[src/rtl/swb_pkg.sv]
package swb_pkg;

  typedef enum logic [1:0] {
    PH_IDLE = 2'd0,
    PH_LOW  = 2'd1,
    PH_HIGH = 2'd2
  } phase_e;

  // rate code -> multiple of the base half period (16k, 8k, 2k, 1k)
  function automatic int unsigned rate_mult(input logic [1:0] code);
    case (code)
      2'd0:    return 1;
      2'd1:    return 2;
      2'd2:    return 8;
      default: return 16;
    endcase
  endfunction

endpackage

[src/rtl/swb_nibble_fifo.sv]
module swb_nibble_fifo #(
  parameter int BUF_BITS = 256,
  localparam int FW = $clog2(BUF_BITS + 1)
) (
  input  logic          clk,
  input  logic          rst_n,
  input  logic          wr_en,
  input  logic [3:0]    wr_nib,
  input  logic          pop,
  output logic          head_bit,
  output logic [FW-1:0] fill_bits,
  output logic          wr_ok
);

  localparam int DEPTH = BUF_BITS / 4;
  localparam int AW    = $clog2(DEPTH);
  localparam int CW    = $clog2(DEPTH + 1);

  logic [3:0]    mem_q [DEPTH];
  logic [AW-1:0] wptr_q, wptr_d, rptr_q, rptr_d;
  logic [CW-1:0] ncnt_q, ncnt_d;
  logic [1:0]    bpos_q, bpos_d;
  logic          full, pop_nib;

  always_comb begin
    full      = (ncnt_q == CW'(DEPTH));
    wr_ok     = wr_en && !full;
    pop_nib   = pop && (bpos_q == 2'd3);
    head_bit  = mem_q[rptr_q][bpos_q];
    fill_bits = FW'({ncnt_q, 2'b00}) - FW'(bpos_q);

    wptr_d = wr_ok   ? wptr_q + AW'(1) : wptr_q;
    rptr_d = pop_nib ? rptr_q + AW'(1) : rptr_q;
    bpos_d = pop     ? bpos_q + 2'd1   : bpos_q;
    ncnt_d = ncnt_q + CW'(wr_ok) - CW'(pop_nib);
  end

  always_ff @(posedge clk) begin
    if (wr_ok) mem_q[wptr_q] <= wr_nib;
  end

  always_ff @(posedge clk or negedge rst_n) begin
    if (!rst_n) begin
      wptr_q <= '0;
      rptr_q <= '0;
      ncnt_q <= '0;
      bpos_q <= '0;
    end else begin
      wptr_q <= wptr_d;
      rptr_q <= rptr_d;
      ncnt_q <= ncnt_d;
      bpos_q <= bpos_d;
    end
  end

  assert_fill_bound_R1: assert property (@(posedge clk) disable iff (!rst_n)
    fill_bits <= FW'(BUF_BITS));

  assert_full_write_dropped_R1: assert property (@(posedge clk) disable iff (!rst_n)
    (full && wr_en && !pop) |=> (fill_bits == $past(fill_bits)));

  assert_pop_nonempty_R5: assert property (@(posedge clk) disable iff (!rst_n)
    pop |-> (fill_bits != '0));

endmodule

[src/rtl/swb_halfper.sv]
module swb_halfper #(
  parameter int HALF_BASE = 16
) (
  input  logic       clk,
  input  logic       rst_n,
  input  logic       run,
  input  logic [1:0] rate,
  output logic       half_done
);

  localparam int MAXH = HALF_BASE * 16;
  localparam int CW   = $clog2(MAXH + 1);

  logic [CW-1:0] cnt_q, cnt_d, limit;

  always_comb begin
    limit     = CW'(HALF_BASE * swb_pkg::rate_mult(rate) - 1);
    half_done = run && (cnt_q == limit);
    cnt_d     = (!run || half_done) ? '0 : cnt_q + CW'(1);
  end

  always_ff @(posedge clk or negedge rst_n) begin
    if (!rst_n) cnt_q <= '0;
    else        cnt_q <= cnt_d;
  end

  assert_cnt_bound_R2: assert property (@(posedge clk) disable iff (!rst_n)
    run |-> (cnt_q <= limit));

endmodule

[src/rtl/swb_tx.sv]
module swb_tx #(
  parameter int BUF_BITS  = 256,
  parameter int HALF_BASE = 16,
  localparam int LW = $clog2(BUF_BITS + 1)
) (
  input  logic          clk,
  input  logic          rst_n,
  input  logic          wr_en,
  input  logic [3:0]    wr_data,
  input  logic          start,
  input  logic          mode,
  input  logic [1:0]    rate,
  input  logic [LW-1:0] len,
  output logic          sclk,
  output logic          sdata,
  output logic          busy,
  output logic          half_empty,
  output logic          irq_empty
);

  import swb_pkg::*;

  phase_e        phase_q, phase_d;
  logic [1:0]    rate_q, rate_d;
  logic          mode_q, mode_d;
  logic [LW-1:0] left_q, left_d;
  logic          irq_q, irq_d;

  logic          pop, head_bit, wr_ok, half_done, start_ok;
  logic [LW-1:0] fill_bits, fill_after;

  swb_nibble_fifo #(.BUF_BITS(BUF_BITS)) i_store (
    .clk       (clk),
    .rst_n     (rst_n),
    .wr_en     (wr_en),
    .wr_nib    (wr_data),
    .pop       (pop),
    .head_bit  (head_bit),
    .fill_bits (fill_bits),
    .wr_ok     (wr_ok)
  );

  swb_halfper #(.HALF_BASE(HALF_BASE)) i_timer (
    .clk       (clk),
    .rst_n     (rst_n),
    .run       (phase_q != PH_IDLE),
    .rate      (rate_q),
    .half_done (half_done)
  );

  always_comb begin
    phase_d = phase_q;
    rate_d  = rate_q;
    mode_d  = mode_q;
    left_d  = left_q;
    irq_d   = 1'b0;
    pop     = 1'b0;

    // bits still stored after this cycle's pop and write
    fill_after = fill_bits + (wr_ok ? LW'(4) : '0) - LW'(1);
    start_ok   = start && (fill_bits != '0) && (mode || (len != '0));

    case (phase_q)
      PH_IDLE: begin
        if (start_ok) begin
          phase_d = PH_LOW;
          rate_d  = rate;
          mode_d  = mode;
          left_d  = len;
        end
      end
      PH_LOW: begin
        if (half_done) phase_d = PH_HIGH;
      end
      PH_HIGH: begin
        if (half_done) begin
          pop    = 1'b1;
          left_d = left_q - LW'(1);
          irq_d  = (fill_after == '0);
          if ((fill_after == '0) || (!mode_q && (left_q == LW'(1))))
            phase_d = PH_IDLE;
          else
            phase_d = PH_LOW;
        end
      end
      default: phase_d = PH_IDLE;
    endcase
  end

  always_ff @(posedge clk or negedge rst_n) begin
    if (!rst_n) begin
      phase_q <= PH_IDLE;
      rate_q  <= '0;
      mode_q  <= 1'b0;
      left_q  <= '0;
      irq_q   <= 1'b0;
    end else begin
      phase_q <= phase_d;
      rate_q  <= rate_d;
      mode_q  <= mode_d;
      left_q  <= left_d;
      irq_q   <= irq_d;
    end
  end

  always_comb begin
    busy       = (phase_q != PH_IDLE);
    sclk       = (phase_q == PH_HIGH);
    sdata      = busy && head_bit;
    half_empty = (fill_bits <= LW'(BUF_BITS / 2));
    irq_empty  = irq_q;
  end

  assert_data_held_high_R3: assert property (@(posedge clk) disable iff (!rst_n)
    (sclk && $past(sclk)) |-> $stable(sdata));

  assert_irq_when_drained_R7: assert property (@(posedge clk) disable iff (!rst_n)
    irq_empty |-> ((fill_bits == '0) && !busy));

  assert_busy_needs_start_R6: assert property (@(posedge clk) disable iff (!rst_n)
    $rose(busy) |-> $past(start));

  assert_auto_count_left_R4: assert property (@(posedge clk) disable iff (!rst_n)
    (busy && !mode_q) |-> (left_q != '0));

endmodule

[config.mk]
export PLATFORM = sky130hd
export DESIGN_NAME = swb_tx
export DESIGN_NICKNAME = d
export VERILOG_FILES = /design/src/rtl/swb_pkg.sv /design/src/rtl/swb_nibble_fifo.sv /design/src/rtl/swb_halfper.sv /design/src/rtl/swb_tx.sv
export SDC_FILE = /design/constraint.sdc
export NUM_CORES = 1
export LEC_CHECK = 0
export ABC_AREA = 1
export ABC_CLOCK_PERIOD_IN_PS = 4700
export CAP_MARGIN = 20
export CORE_MARGIN = 5
export CORE_UTILIZATION = 30
export DETAILED_ROUTE_END_ITERATION = 8
export HOLD_SLACK_MARGIN = 0.1
export PLACE_DENSITY = 0.55
export SLEW_MARGIN = 20
export SYNTH_ARGS = -nofsm -noshare
export SYNTH_HDL_FRONTEND = slang
export SYNTH_SLANG_ARGS = --single-unit
[constraint.sdc]
create_clock -name clk -period 4.7 [get_ports clk]
set_input_delay 0.94 -clock clk [delete_from_list [all_inputs] [get_ports clk]]
set_output_delay 0.94 -clock clk [all_outputs]
set_load 0.005 [all_outputs]
# Word level (Yosys, flattened, before mapping)
# Memory sizes are Yosys's and may differ from the RTL's.
# Index checks and enable logic that the tools add are counted.
[classes] eq_ne=11 n_mux=19 reduce_logical=23 order_cmp=2 add_sub_neg=11
[ops] operator="two-way mux 9 bit" count=3
[ops] operator="subtractor 9 x 1 -> 9 bit (second input constant)" count=3
[ops] operator="case mux 9 bit (2 select lines)" count=1
[ops] operator="nonzero test 9 bit" count=2
[ops] operator="case mux 5 bit (3 select lines)" count=1
[ops] operator="adder 6 x 1 -> 6 bit (second input constant)" count=2
[ops] operator="adder 9 x 1 -> 9 bit (second input constant)" count=1
[ops] operator="adder 9 x 3 -> 9 bit" count=1
[ops] operator="equality test 9 x 1 -> 1 bit (second input constant)" count=1
[ops] operator="equality test 9 bit" count=1
[ops] operator="less-or-equal comparator 9 x 8 -> 1 bit (second input constant)" count=1
[ops] operator="zero test 9 bit" count=1
[ops] operator="subtractor 9 x 2 -> 9 bit" count=1
[ops] operator="two-way mux 1 bit" count=8
[ops] operator="adder 7 x 1 -> 7 bit" count=1
[ops] operator="equality test 7 bit (second input constant)" count=1
[ops] operator="logical AND 1 bit" count=7
[ops] operator="subtractor 7 x 1 -> 7 bit" count=1
[ops] operator="equality test 2 bit (second input constant)" count=3
[ops] operator="two-way mux 2 bit" count=3
[ops] operator="case mux 2 bit (3 select lines)" count=1
[ops] operator="AND reduction 3 bit" count=2
[ops] operator="equality test 2 x 1 -> 1 bit (second input constant)" count=2
[ops] operator="zero test 2 bit" count=2
[ops] operator="other kinds (10)" count=16
[word_totals] output_inout_bits=5 input_bits=20 reg_bits=45 n_memories=1 ramBits=256
[memory_table] name="i_store.mem_q" words=64 width=4 read_ports=1 rd_clocked_by_memory_dff=0 write_ports=1 line="swb_nibble_fifo.sv:19" source="logic [3:0] mem_q [DEPTH];"

# Logic depth before layout (Yosys ltp)
# Gate-level depths: netlist of run 1.
[logic_depth] depth_word=11 ltp_mapped=22 depth_no_buf=21

# Hierarchy
# From an unflattened synthesis of run 1, not the netlist that was laid out.
[hier_totals] cells_unflattened=1427 hier_area_um2=14196.1
[by_module_without_submodules] mod="swb_nibble_fifo" seq_area_each_um2=8212.9 area_each_um2=12182.9 cells_per_inst=1139 instances=1
[by_module_without_submodules] mod="swb_tx" seq_area_each_um2=375.4 area_each_um2=1447.6 cells_per_inst=208 instances=1
[by_module_without_submodules] mod="swb_halfper" seq_area_each_um2=225.2 area_each_um2=565.5 cells_per_inst=80 instances=1

# Worst setup path after synthesis of run 1
# OpenSTA, ideal clock, no wires.
[synth_timing] kind="flip-flop to flip-flop" startpoint="reg i_timer.cnt_q[0]" endpoint="reg i_store.ncnt_q[6]" path_slack_ns=1.651 setup_ns=0.126 t_arrival_ns=2.923 path_stages_with_launch=22 period_less_slack_ns=3.049 t_required_ns=4.574 cell_sequence="dfrtp_1 > ha_1 > nand2_1 > nor2_1 > nand2_1 > nor3_2 > o2111ai_2 > nor2_4 > nand2_2 > inv_2 > ha_1 > inv_1 > ha_1 > inv_1 > fa_1 > nor2_1 > nor2_1 > o21ai_0 > a21oi_1 > nor2_1 > nor2_1 > xor2_1"
[synth_via] elab_chain_len=6
[synth_rtl] item="from (decl)" line="swb_halfper.sv:14" source="logic [CW-1:0] cnt_q, cnt_d, limit;"
[synth_rtl] item="from (signal assigned)" line="swb_halfper.sv:24" source="else cnt_q <= cnt_d;"
[synth_rtl] item="equality test 9 bit" line="swb_halfper.sv:18" source="half_done = run && (cnt_q == limit);"
[synth_rtl] item="logical AND 1 bit" line="swb_halfper.sv:18"
[synth_rtl] item="two-way mux 1 bit" line="swb_tx.sv:76" source="if (half_done) begin"
[synth_rtl] item="two-way mux 1 bit" line="swb_tx.sv:63" source="case (phase_q)"
[synth_rtl] item="logical AND 1 bit" line="swb_nibble_fifo.sv:28" source="pop_nib = pop && (bpos_q == 2'd3);"
[synth_rtl] item="net i_store.pop_nib" line="swb_nibble_fifo.sv:23" source="logic full, pop_nib;"
[synth_rtl] item="subtractor 7 x 1 -> 7 bit" line="swb_nibble_fifo.sv:35" source="ncnt_d = ncnt_q + CW'(wr_ok) - CW'(pop_nib);"
[synth_rtl] item="net i_store.ncnt_d[6]" line="swb_nibble_fifo.sv:21" source="logic [CW-1:0] ncnt_q, ncnt_d;"
[synth_rtl] item="to (signal assigned)" line="swb_nibble_fifo.sv:51" source="ncnt_q <= ncnt_d;"
[synth_rtl] item="to (decl)" line="swb_nibble_fifo.sv:21"
# The timed path passes the listed nets, and every way through them passes these cells.
# A chain may end at the register's enable or synchronous reset.

# Final worst setup path of run 1
[layout_timing] startpoint="reg i_store.rptr_q[1]" endpoint="out sdata"
[layout_via] elab_chain_len=4
[layout_rtl] item="from (decl)" line="swb_nibble_fifo.sv:20" source="logic [AW-1:0] wptr_q, wptr_d, rptr_q, rptr_d;"
[layout_rtl] item="from (signal assigned)" line="swb_nibble_fifo.sv:50" source="rptr_q <= rptr_d;"
[layout_rtl] item="memory read (64 x 4 bit)"
[layout_rtl] item="binary-select mux 1 bit (select 2 bit)" line="swb_nibble_fifo.sv:29" source="head_bit = mem_q[rptr_q][bpos_q];"
[layout_rtl] item="two-way mux 1 bit (implied by the code)" line="swb_nibble_fifo.sv:29"
[layout_rtl] item="logical AND 1 bit" line="swb_tx.sv:109" source="sdata = busy && head_bit;"
[layout_rtl] item="to (decl)" line="swb_tx.sv:15" source="output logic sdata,"
# Every way passes these cells. The select of a mux whose other input is x is not followed.

==> results of run 1 <==
-- worst reg2reg max path, stage by stage (launching register included) --
cell       delay, ps
dfrtp_1          370
ha_1             170
nand2_1           70
nor2_1           190
nand2_1          100
nor3_2           140
o2111ai_2        190
nor2_4           270
nand2_2          110
inv_2            120
ha_1             240
inv_1             60
ha_1             150
inv_1             50
fa_1             400
nor2_1           120
nor2_1            40
o21ai_0          260
a21oi_1          120
nor2_1           100
nor2_1            60
xor2_1           140
-- worst max-delay path by stage --
stage                                       start                     endpoint  slack (ps)  cells after the start
finish              i_store.rptr_q[1]$_DFFE_PN0P_                        sdata         240                     11
global route        i_store.rptr_q[1]$_DFFE_PN0P_                        sdata           8                     11
CTS                 i_store.rptr_q[1]$_DFFE_PN0P_                        sdata         220                     11
detailed placement                          wr_en  i_store.ncnt_q[6]$_DFF_PN0_         720                     15
global placement                            wr_en  i_store.ncnt_q[6]$_DFF_PN0_         770                     15
floorplan              i_timer.cnt_q[0]$_DFF_PN0_  i_store.ncnt_q[6]$_DFF_PN0_        1650                     21
-- state kept, by name (all words and copies together), names as in the netlist --
signal          count
i_store.bpos_q      2
left_q              9
i_store.rptr_q      6
i_timer.cnt_q       9
i_store.ncnt_q      7
i_store.wptr_q      6
phase_q             2
rate_q              2
mode_q              1
i_store.mem_q     256
irq_empty           1
-- per-layer routing --
layer  wire, um  vias to the layer above
met4        877                        0
met3       1960                       54
met2      16400                      262
li1           -                     4320
met5          0                        -
met1      14800                     4457
-- final cells by class --
| class | count | area share, % |
|---|---|---|
| flip-flops and latches | 301 | 57.3 |
| multi-input cells | 774 | 27.3 |
| clock buffers | 34 | 5.04 |
| well taps | 592 | 4.81 |
| repair buffers | 43 | 2.40 |
| inverters | 76 | 1.85 |
| clock inverters | 22 | 1.33 |
-- cell usage in the layout (no fill, tap or decap), types with 7 or more instances in the layout --
master	Yosys	routed
nand3_1	72	72
a21oi_1	31	31
o21ai_0	144	144
nor2_1	246	246
a22oi_1	15	15
dfrtp_1	45	43
clkdlybuf4s50_1	0	19
o211ai_1	22	22
clkbuf_16	0	30
nor3_1	9	9
nand2_2	7	7
edfxtp_1	256	256
nand4_1	12	12
clkinv_1	1	7
buf_4	2	18
o221ai_1	12	12
o22ai_1	19	19
xor2_1	27	27
inv_1	72	71
nand2_1	90	90
ha_1	31	31
-- stage by stage --
step                hold slack [ps]  util (%)  instance area, um2  total power, mW  worst slack [ps]
finish                          462      34.7               15400             6.77               235
global placement                446      32.5               14400             4.44               767
CTS                             467      34.7               15400             6.84               217
floorplan                       433         -               13500             4.08              1650
global route                    494      34.7               15400             7.14              7.89
detailed placement              459      32.5               14400             4.47               720
-- cell families (layout without fill, tap and decap cells) --
group,after synthesis,after routing,share of synthesized area [%]
xor+xnor,29,29,1.93
buf+inv,126,175,3.84
mux,1,1,0.0832
simple gates,453,453,14.4
flops,301,301,65.1
fa+ha+maj,33,33,3.16
compound gates,258,258,11.5
-- power by group --
part	switching [mW]	total, mW	internal (mW)
Sequential	0.103	3.15	3.05
Combinational	0.840	1.26	0.416
Clock	1.05	2.36	1.31
Total	2.00	6.77	4.77
==> metrics.md, run 1 <==
| Metric | Value |
|---|---|
| Syn. warnings | 0 |
| CP max-delay cell | clkdlybuf4s50_1 |
| Biggest area consumer among synthesized cells | edfxtp_1 |
| Initial DRC count | 781 |
| GR Util met1 | 17.7% |
| Layout overhead on the synthesized area | 13.8% |
| Hold path startpoint | i_timer.cnt_q[0]$_DFF_PN0_ |
| Share of cells above drive strength 1 | 8.48% |
| Most frequent cells after synthesis | 256 x edfxtp_1, 246 x nor2_1, 144 x o21ai_0, 90 x nand2_1 |
| Fin. max-slew vios | 0 |
| Worst path most repeated cell | nand3_1 |
| Startpoint types | flop |
| Final WL | 34.1 mm |
| CTS H-Tree Depth | 1 |
| Final ANT Viol Nets | 0 |
| Rel. slew slack | 31.0% |
| # clock sinks | 301 |
| Reg2reg end | i_store.ncnt_q[6]$_DFF_PN0_ |
| Worst reg-to-reg path cell count | 21 |
| Largest net degree at the start of global routing | 83 |
| Final GP Congestion | 0.838 |
| Crit path kind | flop to primary output |
| Die W | 222 um |
| Critical path endpoint category | primary output |
| Maximum VDD drop | 255 uV |
| WP data required | 3760 ps |
| Vias in the first global route | 9,129 |
| Crit-path cells | inv_1 > buf_4 > o21ai_0 > o221ai_1 > o211ai_1 > nand2_1 > nand3_1 > nand3_1 > nand3_1 > a21oi_1 > clkdlybuf4s50_1 |
| Met3 GRT Util | 2.47% |
| Ys flop type | edfxtp_1 |
| Reg-to-reg slack, setup | 1110 ps |
| Clk slew on worst S/H paths | 70 ps |
| Initial antenna violation count | 0 |
| Tot GR Track Use | 13.4% |
| Detailed placement HPWL | 22.1 mm |
| Clock buffer depth | 3 |
| # port buffers | 24 |
| Async set-or-reset flop fraction in the synthesized netlist | 15.0% |
| Hold Path Sink | i_timer.cnt_q[0]$_DFF_PN0_ |
| Mapped Cells | 1,201 |
| Fin crit period | 4460 ps |
| Yosys reg bits | 301 |
| Max_cap viols | 0 |
| Mean Syn Cell Area | 11.3 um2 |
| Rows | 77 |
| Post-CTS Hold Fix Bufs | 0 |
| Met2 Use GR | 22.7% |
| Status | completed |
| Worst min path class | flop to flop |
| Clk_lat worst skew | 590 ps |
| N_diodes | 0 |
| Root buffer cell | clkbuf_16 |
| Pwr/cell area | 440 nW/um2 |
| Synth top area cells | edfxtp_1 57%, dfrtp_1 8.3%, nor2_1 6.8% |
| Storage cell area | 8820 um2 |
| DRC violations left | 0 |
| First-pass GRT wire length | 53.2 mm |
| Slew @ Worst Pin | 1040 ps |
| CTS tree | built |
| # fillers | 4,384 |
| Achievable frequency | 224 MHz |
| Avg WL per Cell | 18.5 um |
| Busiest grt layer | met2 |
| Number of buffers and inverters on the critical path | 3 |
| Placed cell count | 1,786 |
| Clock skew | 31.8 ps |
| Post-Layout Cell Count | 1,842 |
| RR Startpoint | i_timer.cnt_q[0]$_DFF_PN0_ |
| Die height | 222 um |
| Delay-heaviest family, CP | buffers and inverters |
| Yosys top cell area share | 56.8% |
| Cell with the most instances after synthesis | edfxtp_1 |
| Nets | 1,279 |
| CTS Buf Count | 30 |
| Grt total ovfl | 0 |
| # IOs | 25 |
| Final Hold Fails | 0 |
| Post-synthesis cell area | 13,500 um2 |
| Post-synthesis sequential area ratio | 65.1% |
| CP peak stage delay | 560 ps |
| Fin Setup TNS | 0 ps |
| Initial core utilization | 30.5% |
| Vias per cell | 4.94 |
| Crit path DAT | 3520 ps |
| # setup viols final | 0 |
| Area of the multi-input gates | 4200 um2 |
| Vias | 9,093 |
| Yosys cell types | 47 |
| Final cycle utilization of the critical path | 95.0% |
| RSZ-0062 raised after global routing | false |
| Die area | 49,500 um2 |
| Post-Syn Nets | 1,254 |
| Post-CTS Setup Bufs | 0 |
| DRT Pass-1 Iters | 7 |
| Pleak | 5.40 nW |
| Number of synthesized flops with an enable pin | 256 |
| Post_cts resized | 0 |
| Worst Path Max Fanout | 21 |
| Hold path cells | 1 |
| Total core area | 44,400 um2 |
No activity file was read; power rests on OpenSTA's default activity.
==> inputs of run 2 (changes only) <==
- CAP_MARGIN: 20 -> default
==> results of run 2 <==
The final DEF is identical to that of run 1; final timing and power are the same.
==> inputs of run 3 (changes only) <==
- ABC_CLOCK_PERIOD_IN_PS: 4700 -> 5700
- clock period: 4.7 -> 5.7 ns (I/O delays scaled with it)
==> run 3 against run 2 <==
Net effect:
- utilization grew 0.14 points
- highest routed layer unchanged
- clock power shrank 11%
- sequential share of layout area shrank 0.23 points
- register-to-register slack gained 1000 ps
- final cell count shrank 0.11%
- routed wire length shrank 2.7%
- final area grew 0.40%
- die area is the same
- hold slack is essentially flat
- sequential power shrank 17%
- clock skew shrank 19 ps
==> metrics.md, run 3 (same netlist as run 1, synthesis figures left out) <==
| Metric | Value |
|---|---|
| Pre-CTS WS | 1470 ps (+747 ps) |
| Storage cell area | 8820 um2 (unchanged) |
| Fin Hold WS | 462 ps (-0.0120 ps) |
| Initial antenna violation count | 0 (unchanged) |
| Layout overhead on the synthesized area | 14.2% |
| Most flops, register | i_store.mem_q |
| Dpl cell area | 14,400 um2 (-0.10%) |
| DRC violations left | 0 (unchanged) |
| Final WL | 33.1 mm (-2.7%) |
| Initial DRC count | 721 (-7.7%) |
| First-pass GRT wire length | 51.7 mm (-2.8%) |
| Max_cap viols | 0 (unchanged) |
| Clock skew | 12.8 ps (-19.0 ps) |
| Worst setup margin | 835 ps (+599 ps) |
| Total power | 5.72 mW (-16%) |
| CTS H-Tree Depth | 1 (unchanged) |
| Final instance area | 15,500 um2 (+0.40%) |
| Grt total ovfl | 0 (unchanged) |
| Post-Layout Cell Count | 1,840 (-0.11%) |
| Leading cell type in the layout, fill and taps excluded | edfxtp_1 |
| Clk slew on worst S/H paths | 60 ps (about the same) |
| N_diodes | 0 (unchanged) |
| WP data required | 4560 ps (+800 ps) |
| Worst min path class | flop to flop |
| Vias per cell | 4.90 (-0.82%) |
| Max reg flops | 256 (unchanged) |
| Worst Path Max Fanout | 27 (+29%) |
| Switching fraction of total power | 28.4% (-1.1 points) |
| RSZ-0062 raised after global routing | false |
| Vias | 9,009 (-0.92%) |
| Vias in the first global route | 8,852 (-3.0%) |
| Status | completed |
| Initial core utilization | 30.5% (unchanged) |
| Detailed placement HPWL | 20.9 mm (-5.4%) |
| Post_cts resized | 0 (unchanged) |
| Maximum VDD drop | 226 uV (-11%) |
| Rel. slew slack | 34.1% (+3.1 points) |
| Fin. max-slew vios | 0 (unchanged) |
| DRT Pass-1 Iters | 5 (-2) |
| Area of the multi-input gates | 4200 um2 (unchanged) |
| Reg power frac | 45.4% (-1.1 points) |
| Slew @ Worst Pin | 986 ps (-49.7 ps) |
| Avg WL per Cell | 18.0 um (-2.6%) |
| Achievable frequency | 206 MHz |
| # setup viols final | 0 (unchanged) |
| Final Hold Fails | 0 (unchanged) |
| Pleak | 5.43 nW (+0.59%) |
| Pwr/cell area | 370 nW/um2 (-16%) |
| Clock buffer depth | 3 (unchanged) |
| Die W | 222 um (unchanged) |
| Die area | 49,500 um2 (unchanged) |
| Critical path endpoint category | primary output |
| Final ANT Viol Nets | 0 (unchanged) |
| Largest net degree at the start of global routing | 65 (-22%) |
| Combinational share of power | 17.9% (-0.7 points) |
| Reg-to-reg slack, setup | 2110 ps (+1000 ps) |
| Root buffer cell | clkbuf_16 |
| Clock power frac | 36.7% (+1.8 points) |
| Share of cells above drive strength 1 | 8.81% (+0.33 points) |
| # fillers | 4,319 (-1.5%) |
| Total core area | 44,400 um2 (unchanged) |
| # clock sinks | 301 (unchanged) |
| Post-CTS Hold Fix Bufs | 0 (unchanged) |
| Biggest regs | i_store.mem_q x256, i_timer.cnt_q x9, left_q x9 |
| Fin crit period | 4870 ps |
| # IOs | 25 (unchanged) |
| Commonest cells after routing, fill and taps aside | 256 x edfxtp_1, 246 x nor2_1, 144 x o21ai_0 |
| Final Util | 34.8% (+0.14 points) |
| Final cycle utilization of the critical path | 85.4% |
| Switching power | 1.62 mW (-19%) |
| Final GP Congestion | 0.839 (+0.14%) |
| Crit path DAT | 3730 ps (+210 ps) |
| CTS Buf Count | 30 (unchanged) |
| Crit path kind | flop to primary output |
| Nets | 1,277 (-0.16%) |
| # port buffers | 24 (unchanged) |
| Startpoint types | flop |
| Clk_lat worst skew | 560 ps (-30 ps) |
| Placed cell count | 1,784 (-0.11%) |
| Fin Setup TNS | 0 ps (unchanged) |
| Tot GR Track Use | 13.0% (-0.41 points) |
| Die height | 222 um (unchanged) |
| Post-CTS Setup Bufs | 0 (unchanged) |
| Rows | 77 (unchanged) |
| CTS tree | built |
| P_int | 4.10 mW (-14%) |
## run 3: cell types whose count changed in the layout (fill, tap and decap cells not counted), moves of 2 or more
| cell | delta |
|---|---|
| buf_4 | -2 |
| bufinv_16 | +4 |
| clkinv_1 | -5 |
| clkinv_2 | +5 |
| clkinv_4 | -2 |
## run 3: path summary, 6_finish.rpt
path                                                 end                           from  depth (start not counted)
setup / recovery                                   sdata  i_store.rptr_q[1]$_DFFE_PN0P_                         14
hold / removal                i_timer.cnt_q[0]$_DFF_PN0_     i_timer.cnt_q[0]$_DFF_PN0_                          1
setup reg to reg             i_store.ncnt_q[6]$_DFF_PN0_     i_timer.cnt_q[0]$_DFF_PN0_                         21
hold reg to reg               i_timer.cnt_q[0]$_DFF_PN0_     i_timer.cnt_q[0]$_DFF_PN0_                          1
max in group asynchronous  i_store.rptr_q[0]$_DFFE_PN0P_                          rst_n                          2
min in group asynchronous          left_q[2]$_DFFE_PN0P_                          rst_n                          2
## run 3: layout make-up
class | count | area share (%)
Multi-Input combinational cell | 774 | 27.2
Sequential cell | 301 | 57.0
Clock buffer | 32 | 4.90
Inverter | 76 | 1.85
Timing Repair Buffer | 41 | 2.30
Tap cell | 592 | 4.79
Clock inverter | 24 | 1.93
## run 3: worst max-delay path, cell delays in order (launching register included)
cell and delay [ps]:
dfrtp_2 530, inv_1 470, buf_4 380, buf_4 200, o21ai_0 80, o21ai_0 200, nand2_1 70, nand2_1 70
nor2_1 40, nand2_1 60, nand3_1 70, nand3_1 90, nand3_1 80, a21oi_1 250, clkdlybuf4s50_1 560
## run 3: metal layers
metal  GRT usage (%)  share of wire (%)
met1            17.7                 45
met2            21.7                 48
met3            1.81                5.0
met4            4.03                2.7
met5               0                  0
## run 3: power groups by stage
| stage | Clock, mW | Combinational [mW] | Sequential [mW] |
|---|---|---|---|
| after floorplan | 0 | 0.741 | 2.62 |
| after global placement | 0 | 1.01 | 2.64 |
| after detailed placement | 0 | 1.03 | 2.64 |
| after CTS | 2.14 | 1.03 | 2.60 |
| after global routing | 2.23 | 1.17 | 2.61 |
| final | 2.10 | 1.02 | 2.60 |
